## src/rtl/hdlc_af_pkg.sv

```systemverilog
package hdlc_af_pkg;

  typedef enum logic [2:0] {
    ST_IDLE  = 3'd0,
    ST_ADDR  = 3'd1,
    ST_PASS  = 3'd2,
    ST_DROP  = 3'd3,
    ST_FLUSH = 3'd4
  } af_state_t;

endpackage

```

## src/rtl/hdlc_af_cmp.sv

```systemverilog
module hdlc_af_cmp #(
  parameter int unsigned DW = 8
) (
  input  logic [DW-2:0] first_hi,
  input  logic [DW-2:0] second_hi,
  input  logic [DW-2:0] cfg_addr1,
  input  logic          cfg_a1_en,
  input  logic          cfg_wide1,
  input  logic [DW-2:0] cfg_addr2,
  input  logic          cfg_a2_en,
  output logic          hit_all,
  output logic          accept
);

  localparam int unsigned AW = DW - 1;

  logic [AW-1:0] eq1;
  logic [AW-1:0] eq2;
  logic          cmp1;
  logic          m1;
  logic          m2;
  logic          all1;
  logic          all2;

  // per-bit equality, received bit k+1 against configured bit k
  for (genvar i = 0; i < AW; i++) begin : g_bit
    assign eq1[i] = ~(first_hi[i]  ^ cfg_addr1[i]);
    assign eq2[i] = ~(second_hi[i] ^ cfg_addr2[i]);
  end

  always_comb begin
    cmp1    = cfg_wide1 ? (&eq1) : (&eq1[AW-1:1]);
    m1      = ~cfg_a1_en | cmp1;
    m2      = ~cfg_a2_en | (&eq2);
    all1    = cfg_a1_en & (&first_hi);
    all2    = cfg_a2_en & (&second_hi);
    hit_all = all1 | all2;
    accept  = hit_all | (m1 & m2);
  end

endmodule

```

## src/rtl/hdlc_af_seq.sv

```systemverilog
module hdlc_af_seq
  import hdlc_af_pkg::*;
#(
  parameter int unsigned DW = 8
) (
  input  logic          clk,
  input  logic          rst_n,
  input  logic          in_sof,
  input  logic          in_vld,
  input  logic          in_eof,
  input  logic [DW-1:0] in_data,
  input  logic          cfg_rec_en,
  input  logic          dec_accept,
  input  logic          dec_all,
  output logic [DW-2:0] hold_hi,
  output logic          fifo_wr,
  output logic [DW-1:0] fifo_data,
  output logic          fifo_last
);

  af_state_t     st_q, st_d;
  logic [DW-1:0] hold_q;
  logic          hold_ld;
  logic          wr_d, wr_q;
  logic          last_d, last_q;
  logic [DW-1:0] data_q;

  // next-state and enables
  always_comb begin
    st_d    = st_q;
    hold_ld = 1'b0;
    wr_d    = 1'b0;
    last_d  = 1'b0;
    unique case (st_q)
      ST_IDLE: begin
        if (in_vld && in_sof) begin
          hold_ld = 1'b1;
          if (in_eof) st_d = cfg_rec_en ? ST_IDLE : ST_FLUSH;
          else        st_d = cfg_rec_en ? ST_ADDR : ST_PASS;
        end
      end
      ST_ADDR: begin
        if (in_vld) begin
          if (dec_accept) begin
            wr_d    = 1'b1;
            hold_ld = 1'b1;
            st_d    = in_eof ? ST_FLUSH : ST_PASS;
          end else begin
            st_d    = in_eof ? ST_IDLE : ST_DROP;
          end
        end
      end
      ST_PASS: begin
        if (in_vld) begin
          wr_d    = 1'b1;
          hold_ld = 1'b1;
          if (in_eof) st_d = ST_FLUSH;
        end
      end
      ST_DROP: begin
        if (in_vld && in_eof) st_d = ST_IDLE;
      end
      ST_FLUSH: begin
        wr_d   = 1'b1;
        last_d = 1'b1;
        st_d   = ST_IDLE;
      end
      default: st_d = ST_IDLE;
    endcase
  end

  // registers
  always_ff @(posedge clk or negedge rst_n) begin
    if (!rst_n) begin
      st_q   <= ST_IDLE;
      hold_q <= '0;
      wr_q   <= 1'b0;
      last_q <= 1'b0;
      data_q <= '0;
    end else begin
      st_q   <= st_d;
      wr_q   <= wr_d;
      last_q <= last_d;
      if (hold_ld) hold_q <= in_data;
      if (wr_d)    data_q <= hold_q;
    end
  end

  assign hold_hi   = hold_q[DW-1:1];
  assign fifo_wr   = wr_q;
  assign fifo_data = data_q;
  assign fifo_last = last_q;

  assert_drop_silent_R6: assert property (@(posedge clk) disable iff (!rst_n)
    (st_q == ST_DROP) |=> !fifo_wr);

  assert_allcall_pass_R5: assert property (@(posedge clk) disable iff (!rst_n)
    (st_q == ST_ADDR && in_vld && dec_all) |=> fifo_wr);

  assert_short_drop_R10: assert property (@(posedge clk) disable iff (!rst_n)
    (st_q == ST_IDLE && cfg_rec_en && in_vld && in_sof && in_eof)
      |=> (!fifo_wr && st_q == ST_IDLE));

  assert_bypass_R7: assert property (@(posedge clk) disable iff (!rst_n)
    (st_q == ST_IDLE && !cfg_rec_en && in_vld && in_sof)
      |=> (st_q == ST_PASS || st_q == ST_FLUSH));

  assert_stream_R8: assert property (@(posedge clk) disable iff (!rst_n)
    (st_q == ST_PASS && in_vld) |=> fifo_wr);

  assert_last_marks_R9: assert property (@(posedge clk) disable iff (!rst_n)
    fifo_last |-> fifo_wr);

endmodule

```

## src/rtl/hdlc_rx_addr_filter.sv

```systemverilog
module hdlc_rx_addr_filter #(
  parameter int unsigned DW = 8
) (
  input  logic          clk,
  input  logic          rst_n,
  input  logic          in_sof,
  input  logic          in_vld,
  input  logic          in_eof,
  input  logic [DW-1:0] in_data,
  input  logic          cfg_rec_en,
  input  logic [DW-2:0] cfg_addr1,
  input  logic          cfg_a1_en,
  input  logic          cfg_wide1,
  input  logic [DW-2:0] cfg_addr2,
  input  logic          cfg_a2_en,
  output logic          fifo_wr,
  output logic [DW-1:0] fifo_data,
  output logic          fifo_last
);

  logic [1:0]    rst_sync_q;
  logic          rst_n_int;
  logic [DW-2:0] hold_hi;
  logic          dec_accept;
  logic          dec_all;

  // assert asynchronously, release on the clock
  always_ff @(posedge clk or negedge rst_n) begin
    if (!rst_n) rst_sync_q <= 2'b00;
    else        rst_sync_q <= {rst_sync_q[0], 1'b1};
  end
  assign rst_n_int = rst_sync_q[1];

  hdlc_af_cmp #(.DW(DW)) i_cmp (
    .first_hi  (hold_hi),
    .second_hi (in_data[DW-1:1]),
    .cfg_addr1 (cfg_addr1),
    .cfg_a1_en (cfg_a1_en),
    .cfg_wide1 (cfg_wide1),
    .cfg_addr2 (cfg_addr2),
    .cfg_a2_en (cfg_a2_en),
    .hit_all   (dec_all),
    .accept    (dec_accept)
  );

  hdlc_af_seq #(.DW(DW)) i_seq (
    .clk        (clk),
    .rst_n      (rst_n_int),
    .in_sof     (in_sof),
    .in_vld     (in_vld),
    .in_eof     (in_eof),
    .in_data    (in_data),
    .cfg_rec_en (cfg_rec_en),
    .dec_accept (dec_accept),
    .dec_all    (dec_all),
    .hold_hi    (hold_hi),
    .fifo_wr    (fifo_wr),
    .fifo_data  (fifo_data),
    .fifo_last  (fifo_last)
  );

endmodule

```

## config.mk

```make
export PLATFORM = sky130hd
export DESIGN_NAME = hdlc_rx_addr_filter
export DESIGN_NICKNAME = d
export VERILOG_FILES = /design/src/rtl/hdlc_af_pkg.sv /design/src/rtl/hdlc_af_cmp.sv /design/src/rtl/hdlc_af_seq.sv /design/src/rtl/hdlc_rx_addr_filter.sv
export SDC_FILE = /design/constraint.sdc
export NUM_CORES = 1
export LEC_CHECK = 0
export BUFFER_PORTS_ARGS = -buffer_cell sky130_fd_sc_hd__buf_2
export CAP_MARGIN = 40
export CORE_UTILIZATION = 40
export DETAILED_ROUTE_END_ITERATION = 12
export HOLD_SLACK_MARGIN = 0.1
export PLACE_DENSITY = 0.62
export SLEW_MARGIN = 20
export SYNTH_ARGS = -nofsm -noshare
export SYNTH_HDL_FRONTEND = slang
export SYNTH_HIERARCHICAL = 1
export SYNTH_SLANG_ARGS = --single-unit
```

## constraint.sdc

```tcl
create_clock -name clk -period 0.8 [get_ports clk]
set_input_delay 0.08 -clock clk [delete_from_list [all_inputs] [get_ports clk]]
set_output_delay 0.08 -clock clk [all_outputs]
set_load 0.02 [all_outputs]
```

==> impl_metrics.ini, run 1 <==
[timing]
fin_skew_ps = 3.35
fin_crit_sh_pct = 267
hold_viol_final = 0
finalWorstSetupSlack_ps = -1340
rsz0062_at_grt = yes
setup-violations-final = 31
period_needed_ps = 2140
drv_slew = 0
hold_slack_ps = 72.4
fmaxAchievable_mhz = 468

[floorplanning]
die_w_um = 57.7
dieArea_mm2 = 0.00333
ioPinCount = 41
die_y_um = 57.7
rows = 19
start_util_pct = 43.5
core_area_mm2 = 0.00285

[power]
ir_worst_vdd_mv = 1.31
clkPwrFrac_pct = 10.9
power.switching_w = 0.00176
combPwrFrac_pct = 53.7
p_per_area_mw_per_mm2 = 2680
p_seq_share_pct = 35.4
p_leak_nw = 0.946
p_sw_share_pct = 33.6
p_int_w = 0.00348

[placement]
io_buffers = 40
dp_hpwl_um = 2250
routabilityCongestion = 0.770
dp.cells = 187

[yosys]
avgSynthCellArea_um2 = 12.5
async_reset_ff_share_pct = 100
synth_edf_count = 0
post-synth-top-area-fraction_pct = 46.4
syn_area_mm2 = 0.00124
yosysUniqueCellTypes = 31
synthTopCellsByCount = 23 x dfrtp_1, 10 x xor2_1, 8 x mux2_1, 8 x mux2_4, 7 x buf_4
synth.net_count = 130
synthCells = 99
post-synth-top-count-cell = dfrtp_1
synth_area_leader_cell = dfrtp_1
ys_ff_latch = 23
synth_warnings = 6
synth-main-ff-cell = dfrtp_1
synth_area_leaders = dfrtp_1 46%, mux2_4 9.7%, mux2_1 7.3%, xor2_1 7.1%, buf_4 4.2%
yosysSeqAreaShare_pct = 46.4

[clock_network]
cts_buffers = 3
clk_latency_ps = 320
clock-sinks = 23
root_buffer = clkbuf_4
cts_tree = built
cts_max_level = 1
path_clk_slew_ps = 140
clk_path_buf_depth = 2
cts.hold.buffers_added = 4

[detailed_routing]
viasPerCell = 5.15
wl_per_cell_um = 16.0
drt-initial-drc-count = 12
vias = 1071
routed_wl_um = 3320
drc = 5
first_pass_iters = 8
antenna_left = 0

[run]
maxCapViolations = 0

[global_route]
grt_usage_pct = 21.2
grt_pass1_vias = 1137
grt_pass1_wl_um = 5220
gr-total-overflow = 0
grt_max_degree = 16
antenna_found_initial = 0

[layout]
antenna_cells = 0
fin_util_pct = 68.6
fillers = 226
drive_above_1_share_pct = 63.8
finalNonFillerCells = 208
layout.nets = 209
syn2layout_area_growth_pct = 57.6

[critical_path]
crit_start = i_seq/hold_q[4]
worstPathMaxFanout = 5
cp.arrival_ps = 2350
timing.rr.end = i_seq/hold_q[1]
r2r_start = i_seq/hold_q[4]
endpoint = i_seq/hold_q[1]
end_kind = register
cp.required_ps = 1020
rr_worst_depth = 9
crit_type = register to register
ff2ff_setup_slack_ps = -1340
crit_path_start_kind = register

[status]
violations = DRC, setup timing
status = finished, violations left

[hold_path]
hold_path.class = primary input to register
hold_path_depth = 3
[worst min-delay path by stage]
stage	start	endpoint	slack, ps
6_report	in_eof	i_seq/st_q[1]	70
3_3_place_gp	rst_n	rst_sync_q[0]	-130
3_5_place_dp	rst_n	rst_sync_q[0]	-130
5_1_grt	in_eof	i_seq/st_q[1]	80
4_1_cts	in_eof	i_seq/st_q[1]	80
2_1_floorplan	rst_n	rst_sync_q[0]	-220
[final cells by class]
type,instances,area (um2),share of cell area (%)
clock buffer,3,22.5,1.15
clock inverter,1,7.51,0.384
inverter,2,7.51,0.384
multi-input combinational,65,676,34.5
sequential,23,578,29.6
tap,31,38.8,1.98
timing repair buffer,83,626,32.0
[repair_timing]
item,4_1_cts,5_1_grt
buffers inserted,12,4
endpoints found under the setup margin,31,31
endpoints found under the hold margin,6,1
resized for setup,38,15
gates cloned,1,0
pin swaps,11,8
[logic make-up (layout without fill, tap and decap cells)]
kind of cell    count (synthesis)  in the layout  share of synthesized area, %
compound gates                 16             16                          10.6
xor+xnor                       14             14                          9.88
buf+inv                        11             89                          6.15
flops                          23             23                          46.4
mux                            16             16                          16.9
other cells                     1              1                         0.302
simple gates                   18             18                          9.78
[registers in the layout, summed over array words and instances (netlist names)]
| register | cells |
|---|---|
| rst_sync_q | 2 |
| i_seq/fifo_wr | 1 |
| i_seq/fifo_data | 8 |
| i_seq/fifo_last | 1 |
| i_seq/st_q | 3 |
| i_seq/hold_q | 8 |
[metrics by stage]
step           power, W  TNS (ps)  area (um2)  setup slack [ps]
6_report        0.00524    -25480        1960             -1340
5_1_grt         0.00552    -28350        1960             -1460
4_1_cts         0.00516    -25970        1930             -1350
3_5_place_dp    0.00379    -24910        1620             -1390
3_3_place_gp    0.00372    -25300        1620             -1400
2_1_floorplan   0.00310    -22820        1250             -1260
[metal layers]
layer / up-vias / routed length (um) / GRT usage [%]
li1: 507 / - / -
met1: 521 / 1320 / 25.1
met2: 37 / 1770 / 39.2
met3: 6 / 141 / 1.56
met4: 0 / 81 / 9.18
met5: - / 0 / 0
[critical path, cell delays in order, from the launching register on]
cell and delay [ps]:
dfrtp_1 430, xor2_1 160, nor4_2 310, a21boi_2 110, o21bai_4 150, buf_6 110, nand3b_1 110, a21oi_4 190
buf_6 160, mux2_4 300
[power by group through the flow]
| stage | combinational (W) | sequential (W) | clock [W] |
|---|---|---|---|
| final | 0.00282 | 0.00185 | 0.000570 |
| after global routing | 0.00299 | 0.00190 | 0.000632 |
| after CTS | 0.00273 | 0.00185 | 0.000577 |
| after detailed placement | 0.00196 | 0.00183 | 0 |
| after global placement | 0.00190 | 0.00182 | 0 |
| after floorplan | 0.00104 | 0.00207 | 0 |
[cells in the final DEF, fill, tap and decap left out, types with 2 or more instances in the layout]
master         count
buf_4             31
xnor2_1            4
o21bai_1           2
nand4_1            6
a211o_1            2
dfrtp_1           21
mux2_4            16
clkbuf_4           3
xor2_1            10
nand3b_1           2
dlygate4sd3_1      4
buf_2             30
dfrtp_2            2
nor4_2             2
nand2b_1           2
buf_6             18
a221oi_2           2
(Power assumes the default switching activity.)
==> run 2, diff against run 1 <==
- GPL_TIMING_DRIVEN: unset -> 0
==> run 2 against run 1 <==
  * The flow still finishes with violations (DRC, setup timing)
  * Clock-buffer cell count is the same
  * Sequential share of layout area shrank 0.11 points
  * Die area is the same
  * Critical endpoint is now i_seq/fifo_data[3]
  * Largest power group unchanged
  * Highest routed layer unchanged
==> impl_metrics.ini, run 2 (synthesized netlist as in run 1, its figures left out) <==
[clock_network]
path_clk_slew_ps = 130
clk_path_buf_depth = 2
cts_max_level = 1
cts_tree = built
cts.hold.buffers_added = 8
clock-sinks = 23
cts_buffers = 3
root_buffer = clkbuf_4
clk_latency_ps = 310

[global_route]
grt_pass1_vias = 1102
use_met2_pct = 39.0
gr-total-overflow = 0
grtUsageMet1_pct = 24.1
grt.busiest_layer = met2
grt_usage_pct = 20.4
grt_max_degree = 22
use_met3_pct = 1.79
grt_pass1_wl_um = 5050
antenna_found_initial = 0

[timing]
finalWorstSetupSlack_ps = -1430
period_needed_ps = 2230
fin_skew_ps = 11.8
hold_slack_ps = 29.3
tns_ps = -26850
fin_crit_sh_pct = 278
setup-violations-final = 30
hold_viol_final = 0
rsz0062_at_grt = yes
fmaxAchievable_mhz = 449
drv_slew = 0

[floorplanning]
die_w_um = 57.7
rows = 19
ioPinCount = 41
core_area_mm2 = 0.00285
die_y_um = 57.7
start_util_pct = 43.5
dieArea_mm2 = 0.00333

[layout]
drive_above_1_share_pct = 62.8
syn2layout_area_growth_pct = 58.2
regArea_um2 = 578
layout.nets = 204
finalNonFillerCells = 203
design_area_mm2 = 0.00196
fillers = 224
layout_commonest_cell = buf_2
antenna_cells = 0
multi_input_area_um2 = 703
final_cell_mix = 30 x buf_2, 21 x dfrtp_1, 20 x buf_4, 20 x buf_6, 16 x mux2_4

[detailed_routing]
drt-initial-drc-count = 30
first_pass_iters = 8
wl_per_cell_um = 15.6
viasPerCell = 5.09
antenna_left = 0
vias = 1033
drc = 5
routed_wl_um = 3180

[placement]
placed_area_mm2 = 0.00149
dp_slack_ps = -1610
dp_hpwl_um = 1930
dp.cells = 170
io_buffers = 40
routabilityCongestion = 0.821

[critical_path]
cp.required_ps = 1000
crit_path_start_kind = register
crit_type = register to register
worstPathMaxFanout = 5
end_kind = register
cp.arrival_ps = 2430

[status]
status = finished, violations left
violations = DRC, setup timing

[power]
p_leak_nw = 0.928
p_per_area_mw_per_mm2 = 2700
ir_worst_vdd_mv = 1.15

[run]
maxCapViolations = 0

[hold_path]
hold_path.class = primary input to register
==> run 2: cell count changes in the layout (fill, tap and decap cells not counted), sizes merged <==
| cell | delta |
|---|---|
| buf | -9 |
| dlygate4sd3 | +4 |
==> run 2: cell type report <==
cell class / instances / share of cell area (%)
Buffer: 9 / 4.78
Clock buffer: 3 / 1.15
Clock inverter: 1 / 0.382
Inverter: 2 / 0.382
Multi-Input combinational cell: 65 / 35.8
Sequential cell: 23 / 29.4
Tap cell: 31 / 1.98
Timing Repair Buffer: 69 / 26.1
==> run 2: repair_timing <==
action	4_1_cts	5_1_grt
endpoints found under the setup margin	52	31
hold endpoints to repair	11	3
pin swaps	14	6
gates resized for setup	49	4
setup buffers	17	4
cloned	1	0
==> run 2: stage by stage <==
stage	power (W)	util (%)
final	0.00531	68.8
after floorplan	0.00310	-
after CTS	0.00515	66.9
after detailed placement	0.00362	52.2
after global routing	0.00561	68.8
after global placement	0.00357	52.2
==> run 2: power by group <==
group | switching, W | internal (W)
Sequential | 0.000305 | 0.00155
Clock | 0.000365 | 0.000190
Combinational | 0.00110 | 0.00180
==> run 2: routing by layer <==
layer / routed length (um) / up-vias
met1: 1340 / 498
met3: 148 / 2
met2: 1670 / 37
li1: - / 496
met4: 22 / 0
met5: 0 / -
==> run 2: worst max-delay path, stage by stage (launching register included) <==
cell	delay, ps
dfrtp_1	410
buf_6	130
xor2_2	140
nor4_2	330
a21boi_2	120
o21bai_4	150
and4b_1	210
a211o_1	180
buf_6	150
mux2_4	300
==> run 2: worst paths after layout <==
path                            startpoint                  to  slack (ps)  cells after the start
max in group asynchronous            rst_n       rst_sync_q[1]          90                      3
hold / removal                      in_eof       i_seq/st_q[1]          30                      2
hold reg to reg              rst_sync_q[1]     i_seq/fifo_last         240                      0
setup / recovery           i_seq/hold_q[7]  i_seq/fifo_data[3]       -1430                      9
setup reg to reg           i_seq/hold_q[7]  i_seq/fifo_data[3]       -1430                      9
min in group asynchronous    rst_sync_q[1]     i_seq/fifo_last         240                      0
